## config.mk

```make
export PLATFORM = sky130hd
export DESIGN_NAME = sxs_status_regs
export DESIGN_NICKNAME = d
export VERILOG_FILES = /design/src/rtl/sxs_pkg.sv /design/src/rtl/sxs_cell.sv /design/src/rtl/sxs_vec_map.sv /design/src/rtl/sxs_status_regs.sv
export SDC_FILE = /design/constraint.sdc
export NUM_CORES = 1
export LEC_CHECK = 0
export BUFFER_PORTS_ARGS = -buffer_cell sky130_fd_sc_hd__buf_4
export CAP_MARGIN = 40
export CELL_PAD_IN_SITES_DETAIL_PLACEMENT = 0
export CELL_PAD_IN_SITES_GLOBAL_PLACEMENT = 1
export CORE_ASPECT_RATIO = 0.5
export CORE_MARGIN = 3
export CORE_UTILIZATION = 27
export CTS_CLUSTER_DIAMETER = 150
export DETAILED_ROUTE_END_ITERATION = 10
export PLACE_DENSITY_LB_ADDON = 0.15
export SYNTH_ARGS = -nofsm -noshare
export SYNTH_HDL_FRONTEND = slang
export SYNTH_SLANG_ARGS = --single-unit
```

## constraint.sdc

```tcl
create_clock -name clk -period 2.3 [get_ports clk]
set_clock_uncertainty 0.05 [all_clocks]
set_input_delay 0.46 -clock clk [delete_from_list [all_inputs] [get_ports clk]]
set_output_delay 0.46 -clock clk [all_outputs]
set_load 0.05 [all_outputs]
```

## src/rtl/sxs_pkg.sv

```systemverilog
package sxs_pkg;
    localparam int NUM_EXC = 8;
    localparam int IDX_W   = $clog2(NUM_EXC);

    localparam int EX_NMI   = 0;
    localparam int EX_PSV   = 1;
    localparam int EX_TICK  = 2;
    localparam int EX_MEM   = 3;
    localparam int EX_BUS   = 4;
    localparam int EX_USAGE = 5;
    localparam int EX_SVC   = 6;
    localparam int EX_DBG   = 7;

    // control word strobes
    localparam int CW_NMI_SET  = 31;
    localparam int CW_PSV_SET  = 28;
    localparam int CW_PSV_CLR  = 27;
    localparam int CW_TICK_SET = 26;
    localparam int CW_TICK_CLR = 25;

    // handler word fields
    localparam int HW_ACT_MEM   = 0;
    localparam int HW_ACT_BUS   = 1;
    localparam int HW_ACT_USAGE = 3;
    localparam int HW_ACT_SVC   = 7;
    localparam int HW_ACT_DBG   = 8;
    localparam int HW_ACT_PSV   = 10;
    localparam int HW_ACT_TICK  = 11;
    localparam int HW_PND_USAGE = 12;
    localparam int HW_PND_MEM   = 13;
    localparam int HW_PND_BUS   = 14;
    localparam int HW_PND_SVC   = 15;
    localparam int HW_EN_LSB    = 16;
    localparam int NUM_EN       = 3;

    // {active, pending}
    typedef enum logic [1:0] {
        QUIET     = 2'b00,
        WAITING   = 2'b01,
        SERVING   = 2'b10,
        SERV_WAIT = 2'b11
    } cell_st_e;
endpackage

```

## src/rtl/sxs_cell.sv

```systemverilog
module sxs_cell
    import sxs_pkg::*;
(
    input  logic clk,
    input  logic rst_n,
    input  logic set_req,
    input  logic clr_req,
    input  logic take,
    input  logic finish,
    output logic pend,
    output logic act
);
    cell_st_e st_q, st_d;

    always_ff @(posedge clk or negedge rst_n) begin
        if (!rst_n) st_q <= QUIET;
        else        st_q <= st_d;
    end

    always_comb begin
        st_d = st_q;
        unique case (st_q)
            QUIET: begin
                if (set_req) st_d = WAITING;
            end
            WAITING: begin
                if (take)          st_d = set_req ? SERV_WAIT : SERVING;
                else if (set_req)  st_d = WAITING;
                else if (clr_req)  st_d = QUIET;
            end
            SERVING: begin
                if (finish) st_d = set_req ? WAITING : QUIET;
                else        st_d = set_req ? SERV_WAIT : SERVING;
            end
            SERV_WAIT: begin
                st_d = cell_st_e'({take | ~finish, set_req | ~(clr_req | take)});
            end
            default: st_d = QUIET;
        endcase
    end

    always_comb begin
        pend = (st_q == WAITING) || (st_q == SERV_WAIT);
        act  = (st_q == SERVING) || (st_q == SERV_WAIT);
    end
endmodule

```

## src/rtl/sxs_vec_map.sv

```systemverilog
module sxs_vec_map #(
    parameter int VEC_W     = 10,
    parameter int FLD_W     = 9,
    parameter int REBASE_AT = 32,
    parameter int REBASE_BY = 16
) (
    input  logic [VEC_W-1:0] vin,
    output logic [FLD_W-1:0] vout
);
    localparam logic [VEC_W-1:0] IDLE_CODE = {VEC_W{1'b1}};
    localparam logic [VEC_W-1:0] AT_V      = VEC_W'(REBASE_AT);
    localparam logic [VEC_W-1:0] BY_V      = VEC_W'(REBASE_BY);

    logic [VEC_W-1:0] shifted;

    always_comb begin
        if (vin == IDLE_CODE)  shifted = '0;
        else if (vin >= AT_V)  shifted = vin - BY_V;
        else                   shifted = vin;
        vout = shifted[FLD_W-1:0];
    end
endmodule

```

## src/rtl/sxs_status_regs.sv

```systemverilog
module sxs_status_regs
    import sxs_pkg::*;
#(
    parameter int VEC_W     = 10,
    parameter int FLD_W     = 9,
    parameter int PEND_LSB  = 12,
    parameter int REBASE_AT = 32,
    parameter int REBASE_BY = 16
) (
    input  logic                  clk,
    input  logic                  rst_n,
    input  logic                  reg_wr,
    input  logic                  reg_sel,
    input  logic [31:0]           reg_wdata,
    output logic [31:0]           reg_rdata,
    input  logic [NUM_EXC-1:0]    hw_set,
    input  logic                  ack_valid,
    input  logic [IDX_W-1:0]      ack_id,
    input  logic                  done_valid,
    input  logic [IDX_W-1:0]      done_id,
    input  logic [VEC_W-1:0]      run_vec,
    input  logic [VEC_W-1:0]      top_pend_vec
);
    logic [NUM_EXC-1:0] set_vec, clr_vec, take_vec, fin_vec;
    logic [NUM_EXC-1:0] pend_q, act_q;
    logic [NUM_EXC-1:0] sw_set, sw_clr;
    logic [NUM_EN-1:0]  en_q;
    logic [FLD_W-1:0]   run_fld, pnd_fld;
    logic [31:0]        ctrl_word, hnd_word;
    logic               ctrl_wr, hnd_wr;

    assign ctrl_wr = reg_wr & ~reg_sel;
    assign hnd_wr  = reg_wr &  reg_sel;

    always_comb begin
        sw_set = '0;
        sw_clr = '0;
        sw_set[EX_NMI]  = ctrl_wr & reg_wdata[CW_NMI_SET];
        sw_set[EX_PSV]  = ctrl_wr & reg_wdata[CW_PSV_SET];
        sw_clr[EX_PSV]  = ctrl_wr & reg_wdata[CW_PSV_CLR];
        sw_set[EX_TICK] = ctrl_wr & reg_wdata[CW_TICK_SET];
        sw_clr[EX_TICK] = ctrl_wr & reg_wdata[CW_TICK_CLR];
    end

    assign set_vec = hw_set | sw_set;
    assign clr_vec = sw_clr;

    generate
        for (genvar i = 0; i < NUM_EXC; i++) begin : g_exc
            assign take_vec[i] = ack_valid  && (ack_id  == IDX_W'(i));
            assign fin_vec[i]  = done_valid && (done_id == IDX_W'(i));
            sxs_cell u_cell (
                .clk     (clk),
                .rst_n   (rst_n),
                .set_req (set_vec[i]),
                .clr_req (clr_vec[i]),
                .take    (take_vec[i]),
                .finish  (fin_vec[i]),
                .pend    (pend_q[i]),
                .act     (act_q[i])
            );
        end
    endgenerate

    always_ff @(posedge clk or negedge rst_n) begin
        if (!rst_n)      en_q <= '0;
        else if (hnd_wr) en_q <= reg_wdata[HW_EN_LSB +: NUM_EN];
    end

    sxs_vec_map #(.VEC_W(VEC_W), .FLD_W(FLD_W), .REBASE_AT(REBASE_AT), .REBASE_BY(REBASE_BY))
        u_run_map (.vin(run_vec), .vout(run_fld));
    sxs_vec_map #(.VEC_W(VEC_W), .FLD_W(FLD_W), .REBASE_AT(REBASE_AT), .REBASE_BY(REBASE_BY))
        u_pnd_map (.vin(top_pend_vec), .vout(pnd_fld));

    always_comb begin
        ctrl_word = '0;
        ctrl_word[FLD_W-1:0]             = run_fld;
        ctrl_word[PEND_LSB +: FLD_W]     = pnd_fld;
        ctrl_word[CW_NMI_SET]            = pend_q[EX_NMI];
        ctrl_word[CW_PSV_SET]            = pend_q[EX_PSV];
        ctrl_word[CW_TICK_SET]           = pend_q[EX_TICK];

        hnd_word = '0;
        hnd_word[HW_ACT_MEM]             = act_q[EX_MEM];
        hnd_word[HW_ACT_BUS]             = act_q[EX_BUS];
        hnd_word[HW_ACT_USAGE]           = act_q[EX_USAGE];
        hnd_word[HW_ACT_SVC]             = act_q[EX_SVC];
        hnd_word[HW_ACT_DBG]             = act_q[EX_DBG];
        hnd_word[HW_ACT_PSV]             = act_q[EX_PSV];
        hnd_word[HW_ACT_TICK]            = act_q[EX_TICK];
        hnd_word[HW_PND_USAGE]           = pend_q[EX_USAGE];
        hnd_word[HW_PND_MEM]             = pend_q[EX_MEM];
        hnd_word[HW_PND_BUS]             = pend_q[EX_BUS];
        hnd_word[HW_PND_SVC]             = pend_q[EX_SVC];
        hnd_word[HW_EN_LSB +: NUM_EN]    = en_q;

        reg_rdata = reg_sel ? hnd_word : ctrl_word;
    end
endmodule

```

# ---- Word-level counts from Yosys, hierarchy flattened
# Index checks and enable logic that the tools add are counted.
dict set report classes {
  reduce_logical 42
  n_lt_le_gt_ge 2
  eq_ne 44
  n_mux 57
  bitwise 43
  addsub 2
}
# op n
set ops {}
lappend ops {{2-bit one-hot mux with 4 select lines} 8}
lappend ops {{2-bit two-way mux} 28}
lappend ops {{9-bit two-way mux} 4}
lappend ops {{2-bit == test (second input constant)} 16}
lappend ops {{32-bit two-way mux} 1}
lappend ops {{3-bit == test (second input constant)} 8}
lappend ops {{10-bit == test (second input constant)} 2}
lappend ops {{10-bit by 6-bit >= comparator with 1-bit output (second input constant)} 2}
lappend ops {{1-bit OR} 18}
lappend ops {{9-bit by 5-bit subtractor with 9-bit output (second input constant)} 2}
lappend ops {{1-bit inverter} 17}
lappend ops {{2-bit by 1-bit == test with 1-bit output (second input constant)} 8}
lappend ops {{1-bit logical AND} 16}
lappend ops {{2-bit logical NOT} 8}
lappend ops {{1-bit two-way mux} 16}
lappend ops {{1-bit logical OR} 14}
lappend ops {{3-bit by 2-bit == test with 1-bit output (second input constant)} 4}
lappend ops {{4-bit by 2-bit inequality test with 1-bit output (second input constant)} 2}
lappend ops {{8-bit by 3-bit OR with 8-bit output} 1}
lappend ops {{1-bit AND} 7}
lappend ops {{3-bit by 1-bit == test with 1-bit output (second input constant)} 2}
lappend ops {{3-bit logical NOT} 2}
lappend ops {{2-bit inequality test (second input constant)} 2}
lappend ops {{2-bit AND reduction} 2}
dict set report word_totals {
  register_bits 19
  elab_cells 199
  out_inout_bits 32
  input_bits 72
}

# ---- Longest topological paths before layout
# Gate-level depths: netlist of run 1.
dict set report logic_depth {
  word_depth 7
  mapped_depth 6
  mapped_depth_nobuf 6
}

# ---- Hierarchy
# Synthesis of run 1 repeated with hierarchy kept, for this count alone.
dict set report hier_totals {
  cells_unflattened 211
  area_unflattened_um2 1717.9
}
# module n_inst cells_per_inst area_each_um2
set by_module_without_submodules {}
lappend by_module_without_submodules {sxs_cell 8 9 81.3}
lappend by_module_without_submodules {sxs_status_regs 1 75 616.8}
lappend by_module_without_submodules {sxs_vec_map 2 32 225.2}

# ---- Worst setup path after synthesis of run 1
# OpenSTA, ideal clock, no wires.
dict set report synth_timing {
  path_kind {in2out}
  start {in top_pend_vec[1]}
  end {out reg_rdata[17]}
  n_path_buf 0
  arrival_time_ps 2549
  cell_stages 3
  t_required_ps 1790
  slack_ps -759
  path_cell_list {nor4_2 > a211oi_4 > o41ai_1}
}
dict set report synth_via {
  elab_chain_cells 4
  elab_cells_between_ends 6
  cone_classes {add/sub: 1; order compare: 1; eq/ne: 1; mux: 3}
}
# item line_no
set synth_lines {}
lappend synth_lines {{from (decl)} sxs_status_regs.sv:22} ;# input logic [VEC_W-1:0] top_pend_vec
lappend synth_lines {{9-bit by 5-bit subtractor with 9-bit output or 10-bit by 6-bit >= comparator with 1-bit output (tied branches)} sxs_vec_map.sv:18} ;# else if (vin >= AT_V) shifted = vin - BY_V;
lappend synth_lines {{9-bit two-way mux} sxs_vec_map.sv:18}
lappend synth_lines {{9-bit two-way mux *} sxs_vec_map.sv:17} ;# if (vin == IDLE_CODE) shifted = '0;
lappend synth_lines {{32-bit two-way mux *} sxs_status_regs.sv:97} ;# reg_rdata = reg_sel ? hnd_word : ctrl_word;
lappend synth_lines {{to (decl)} sxs_status_regs.sv:15} ;# output logic [31:0] reg_rdata,
# Mark *: on every way between the ends. The rest lies on a longest branch, timed or not.

# ---- Final worst setup path of run 1
dict set report layout_timing {
  start {in top_pend_vec[6]}
  end {out reg_rdata[16]}
}
dict set report layout_via {
  elab_chain_cells 4
  elab_cells_between_ends 5
  cone_classes {order compare: 1; eq/ne: 1; mux: 3}
}
# item line_no
set layout_lines {}
lappend layout_lines {{10-bit by 6-bit >= comparator with 1-bit output} sxs_vec_map.sv:18}
lappend layout_lines {{9-bit two-way mux} sxs_vec_map.sv:18}
lappend layout_lines {{9-bit two-way mux *} sxs_vec_map.sv:17}
lappend layout_lines {{32-bit two-way mux *} sxs_status_regs.sv:97}
# Marked as above.

==> results.md, run 1 <==
* Synth Register Bits at 18
* Die width at 106.7 um
* Hold Vio Cnt, Final at 0
* Total grt overflow at 0
* RSZ-0062 raised after global routing: true
* Syn Inst Count at 149
* CP Data Required Time at 1.79 ns
* Pleak at 1.072 nW
* DRC errors left at 0
* Synth warn at 0
* Routability Congestion at 0.7059
* Largest net degree at the start of global routing at 19
* Vias per cell at 4.624
* Via count at 1,438
* H-tree depth at 1
* Crit path cell chain: buf_6 > or4_4 > a211oi_4 > xnor2_1 > a22o_2 > buf_8
* IR Drop Worst-Case VDD at 0.3382 mV
* Maxcap violations at 0
* IO Count at 104
* Antenna fix cells at 0
* Violated checks: negative setup slack
* Clk root buf: clkbuf_8
* Clock-pin slew on the worst setup and hold paths at 0.07 ns
* CP arrival at 1.93 ns
* Synthesized cell area at 1370 sq um
* Sequential-to-total area share from yosys stat at 32.88%
* Clock tree buffer depth at 2
* XOR/XNOR share of the synthesized area at 1.279%
* Post-synthesis mux area share at 2.466%
* Crit path largest cell delay at 0.53 ns
* Clk Latency, worst-skew pair at 0.25 ns
* Antenna viol nets, final at 0
* CTS Buf Count at 3
* Global Route Usage Sum at 13.97%
* Synth Area in Compound Gates at 25.30%
* Full die area at 6017 sq um
* Drt pass-1 iters at 4
* Post-Syn Area per Cell at 9.195 sq um
* Pwr Total at 1.156 mW
* Min-delay worst type: input pin to asynchronous set/reset pin
* Setup TNS at -0.4393 ns
* Fmax at 410.6 MHz
* CTS tree: built
* Initial antenna violation count at 0
* Die Span Y at 56.37 um
* Final Setup Violations at 9
* Setup WS post-layout at -0.1357 ns
* Routed WL at 4087 um
* Footprint of the multi-input gates at 908.4 sq um
* Netlist cell types at 36
* Min Tclk post-route at 2.436 ns
* R2r worst-path depth at 1
* DR WL/cell at 13.14 um
* Vias in the first global route at 1,474
* WP buf/inv at 2
* First-pass GRT wire length at 6927 um
* Initial core utilization at 29.55%
* Reg area at 450.4 sq um
* Crit. End Element: output port
* Post-DP HPWL at 3549 um
* Max-slew violations at 0
* Clock sink count at 18
* PwrDens at 499.4 nW/um^2
* Setup Slack @ Placement at -0.2127 ns
* Largest family of logic cells by synthesized area: compound AO/OA/AOI/OAI gates
* Top cell family by delay on the critical path: compound AO/OA/AOI/OAI gates
* Peak fanout along the critical path at 5
* Post-synth top area share at 32.88%
* FF-to-FF Start: g_exc[1].u_cell.st_q[0]
* Tcrit/Tclk final at 105.9%
* Adder-cell share of the synthesized area at 5.479%
* Crit Path Class: input pin to output port
* Reg-to-reg critical path endpoint: g_exc[1].u_cell.st_q[0]
* Outcome: complete, but fails checks
* R2R Setup Slk at 1.43 ns
* Final Net Count at 324
* Fillers at 450
* Synth area leaders: dfrtp_1, a22o_1, ha_1
* Drt initial violations at 28
* Area leader, netlist: dfrtp_1
* Startpoint types: input pin
* P&R area growth vs syn at 68.95%
* Std-Cell Rows at 17
* Port Buffers at 70
* Slowest stage cell, crit path: or4_4
* Core Region at 4637 sq um
* Simple-gate area share of the yosys netlist at 24.66%
* Layout cell share with drive strength beyond 1 at 48.98%
-- state kept, by name (all words and copies together) (netlist names) --
register / flops
en_q: 3
g_exc.u_cell.st_q: 15
-- placed cells by master, fill, tap and decap left out, drive strengths merged, types with 4 or more instances in the layout --
cell and n:
a21o 5, a22o 13, and2 7, buf 96, clkbuf 4, conb 9, dfrtp 18, ha 6
inv 7, nand2 13, nand3 7, nor2 4, nor2b 11, o21ai 6, or4 5
-- worst max path at each step --
stage | startpoint | end | slack (ns) | cells after the start
floorplan | top_pend_vec[4] | reg_rdata[17] | -0.05 | 3
global route | top_pend_vec[6] | reg_rdata[16] | -0.19 | 6
detailed placement | run_vec[8] | reg_rdata[8] | -0.21 | 6
CTS | top_pend_vec[6] | reg_rdata[16] | -0.14 | 6
global placement | top_pend_vec[5] | reg_rdata[18] | -0.21 | 6
finish | top_pend_vec[6] | reg_rdata[16] | -0.14 | 6
-- cell usage after synthesis, drive strengths merged --
master and n:
a22o 13, nor3 2, a32o 3, a21o 5, nor3b 1, dfrtp 18
and2 7, mux2 3, nand4 3, o21ai 6, inv 7, o31ai 2
buf 9, xnor2 2, ha 6, a21oi 2, a211oi 2, a221o 3
a41oi 1, clkbuf 3, or4 5, nand2 13, or3 2, nor2b 11
a21boi 2, conb 1, nor4 2, nor2 4, o21a 1, nand3 7
o41ai 1, nand2b 2
-- layout make-up --
class / count / area share, %
multi-input cells: 120 / 39.24
repair buffers: 96 / 34.22
flip-flops and latches: 18 / 19.46
well taps: 66 / 3.568
clock buffers: 4 / 2.378
inverters: 7 / 1.135
-- per-layer routing --
layer / global-route usage (%) / vias up / wire, um
li1: - / 728 / -
met1: 18.96 / 663 / 1912
met2: 23.26 / 41 / 1919
met3: 2.755 / 6 / 209
met4: 2.732 / 0 / 44
met5: 0 / - / 0
-- through the flow --
stage | hold slack [ns] | utilization, % | area [sq um] | instances
after global placement | 0.2912 | 46.49 | 2156 | 306
after global routing | 0.01912 | 49.92 | 2315 | 311
final | 0.009978 | 49.92 | 2315 | 311
after CTS | 0.01574 | 49.41 | 2291 | 311
after detailed placement | 0.2909 | 46.49 | 2156 | 306
after floorplan | 0.1144 | - | 1439 | 157
-- timing repair --
item                       4_1_cts  5_1_grt
buffers inserted                 1        0
pin swaps                       14        1
hold buffers                     0        0
resized for setup               20        5
setup endpoints to repair       10       18
-- power breakdown --
group | switching [mW] | total [mW] | internal, mW
Clock | 0.102 | 0.254 | 0.152
Sequential | 0.0248 | 0.381 | 0.356
Combinational | 0.300 | 0.521 | 0.221
-- kinds of logic after synthesis --
group / after synthesis
simple gates: 59
compound gates: 41
buf+inv: 19
flops: 18
fa+ha+maj: 6
mux: 3
xor+xnor: 2
other cells: 1
(Power assumes the default switching activity.)
==> run 2, diff against run 1 <==
--- a/config.mk
+++ b/config.mk
@@ -14,6 +14,7 @@
 export CORE_UTILIZATION = 27
 export CTS_CLUSTER_DIAMETER = 150
 export DETAILED_ROUTE_END_ITERATION = 10
+export MAX_ROUTING_LAYER = met4
 export PLACE_DENSITY_LB_ADDON = 0.15
 export SYNTH_ARGS = -nofsm -noshare
 export SYNTH_HDL_FRONTEND = slang
==> constraint.sdc (replaced) <==
create_clock -name clk -period 2.7 [get_ports clk]
set_clock_uncertainty 0.05 [all_clocks]
set_input_delay 0.54 -clock clk [delete_from_list [all_inputs] [get_ports clk]]
set_output_delay 0.54 -clock clk [all_outputs]
set_load 0.05 [all_outputs]
==> run 2 against run 1 <==
Net effect:
- the flow now finishes without violations
- global-route usage decreased by 1.0 points
- sequential share of layout area increased by 2.6 points
- utilization decreased by 5.8 points
- sequential power decreased by 15%
- register-to-register slack improved by 0.39 ns
- setup slack improved by 0.20 ns
- worst hold slack improved by 0.084 ns
- clock power decreased by 13%
- via count decreased by 5.4%
- critical path depth unchanged
- cell area decreased by 12%
- routed wire length decreased by 3.9%
==> results.md, run 2 (same netlist as run 1, synthesis figures left out) <==
* Clk pwr share at 23.3%
* Final Setup Violations at 0
* Total grt overflow at 0
* P&R area growth vs syn at 49.31%
* IR Drop Worst-Case VDD at 0.3073 mV
* Initial antenna violation count at 0
* Routed WL at 3929 um
* Full die area at 6017 sq um
* Top flop regs: g_exc.u_cell.st_q x15, en_q x3
* Register share of total power at 34.3%
* Most Frequent Cell on Critical Path: buf_4
* FF-to-FF Start: g_exc[1].u_cell.st_q[0]
* Clk Latency, worst-skew pair at 0.25 ns
* Clock tree buffer depth at 2
* Slowest stage cell, crit path: or4_4
* Pleak at 0.9383 nW
* Largest net degree at the start of global routing at 23
* Global Route Usage Sum at 12.95%
* Hold Vio Cnt, Final at 0
* Clock sink count at 18
* PwrDens at 460.5 nW/um^2
* Crit path largest cell delay at 0.54 ns
* Vias in the first global route at 1,291
* DRC errors left at 0
* H-tree depth at 1
* Logic gate share of total power at 42.4%
* Pwr Total at 0.9421 mW
* Fmax at 380.0 MHz
* Peak fanout along the critical path at 5
* CTS tree: built
* Most common cell after layout, fill and taps aside: buf_4
* Drt initial violations at 39
* Outcome: complete, no violations
* Placed instance area at 1991 sq um
* Antenna fix cells at 0
* First-pass GRT wire length at 6189 um
* Fillers at 483
* Die Span Y at 56.37 um
* Switching share of power at 37.73%
* Min Tclk post-route at 2.632 ns
* CTS Buf Count at 3
* Via count at 1,361
* Clock-pin slew on the worst setup and hold paths at 0.07 ns
* CP Data Required Time at 2.11 ns
* IO Count at 104
* Startpoint types: input pin
* Most flops, register: g_exc.u_cell.st_q
* R2R Setup Slk at 1.82 ns
* Post-DP HPWL at 3237 um
* Crit Path Class: input pin to output port
* # Post-CTS Setup Buffers at 0
* Layout cell share with drive strength beyond 1 at 40.89%
* Layout Utilization at 44.12%
* Reg-to-reg critical path endpoint: g_exc[1].u_cell.st_q[0]
* Tcrit/Tclk final at 97.47%
* Min-delay worst type: input pin to asynchronous set/reset pin
* Crit. End Element: output port
* Vias per cell at 4.677
* NetSw at 0.3555 mW
* Pint at 0.5866 mW
* Port Buffers at 70
* Commonest cells after routing, fill and taps aside: buf_4, dfrtp_1, nand2_1, a22o_1, nor2b_1
* Max-slew violations at 0
* Setup TNS at 0 ns
* RSZ-0062 raised after global routing: false
* Core Region at 4637 sq um
* CP arrival at 2.04 ns
* Routability Congestion at 0.7218
* Final Net Count at 304
* Crit path cell chain: buf_4 > or4_4 > a211oi_4 > o21ai_1 > a22o_1 > buf_4
* R2r worst-path depth at 1
* Initial core utilization at 29.55%
* Clk root buf: clkbuf_8
* Antenna viol nets, final at 0
* Max FFs per register at 15
* DR WL/cell at 13.50 um
* Std-Cell Rows at 17
* Die width at 106.7 um
* Final instance area at 2046 sq um
* Maxcap violations at 0
* Drt pass-1 iters at 4
[run 2: changes by cell type in the layout (fill, tap and decap cells not counted), sizes merged]
cell	before	now
buf	96	76
[run 2: worst max-delay path by stage]
| stage | slack, ns | start | endpoint | cells past startpoint |
|---|---|---|---|---|
| after floorplan | 0.002 | top_pend_vec[1] | reg_rdata[19] | 4 |
| after global placement | 0.02 | run_vec[8] | reg_rdata[7] | 6 |
| after detailed placement | 0.02 | run_vec[8] | reg_rdata[7] | 6 |
| after CTS | 0.02 | run_vec[8] | reg_rdata[7] | 6 |
| after global routing | 0.003 | top_pend_vec[1] | reg_rdata[20] | 6 |
| final | 0.07 | top_pend_vec[5] | reg_rdata[18] | 6 |
[run 2: area by class of cell]
type | instances | area, sq um | share of cell area, %
multi-input cells | 120 | 860.8 | 42.08
repair buffers | 76 | 570.5 | 27.89
inverters | 7 | 26.28 | 1.284
flip-flops and latches | 18 | 450.4 | 22.02
clock buffers | 4 | 55.05 | 2.691
well taps | 66 | 82.58 | 4.037
[run 2: power groups by stage]
stage | sequential [mW] | clock (mW) | combinational [mW]
2_1_floorplan | 0.321 | 0 | 0.263
3_3_place_gp | 0.328 | 0 | 0.399
3_5_place_dp | 0.329 | 0 | 0.402
4_1_cts | 0.324 | 0.226 | 0.402
5_1_grt | 0.328 | 0.231 | 0.427
6_report | 0.323 | 0.220 | 0.399
[run 2: timing repair]
item / in CTS / in global routing
resized for setup: 0 / 0
endpoints found under the setup margin: 0 / 3
hold buffers: 0 / 0
[run 2: stage by stage]
step	instances	hold slack (ns)	setup slack, ns
after global routing	291	0.1021	0.002534
after floorplan	157	0.1944	0.002356
after CTS	291	0.09505	0.01779
after global placement	287	0.3733	0.01888
after detailed placement	287	0.3739	0.02203
final	291	0.09355	0.06834
[run 2: worst max-delay path, delay by kind of cell]
family          cells  cell delay (ns)
compound gates      3             0.67
simple gates        1             0.54
buf+inv             2             0.30
[run 2: routing by layer]
layer / GRT usage [%] / vias up / part of all wire, %
li1: - / 691 / -
met5: - / - / 0
met2: 19.68 / 37 / 44
met4: 1.093 / 0 / 0.33
met1: 18.37 / 631 / 51
met3: 2.870 / 2 / 5.1
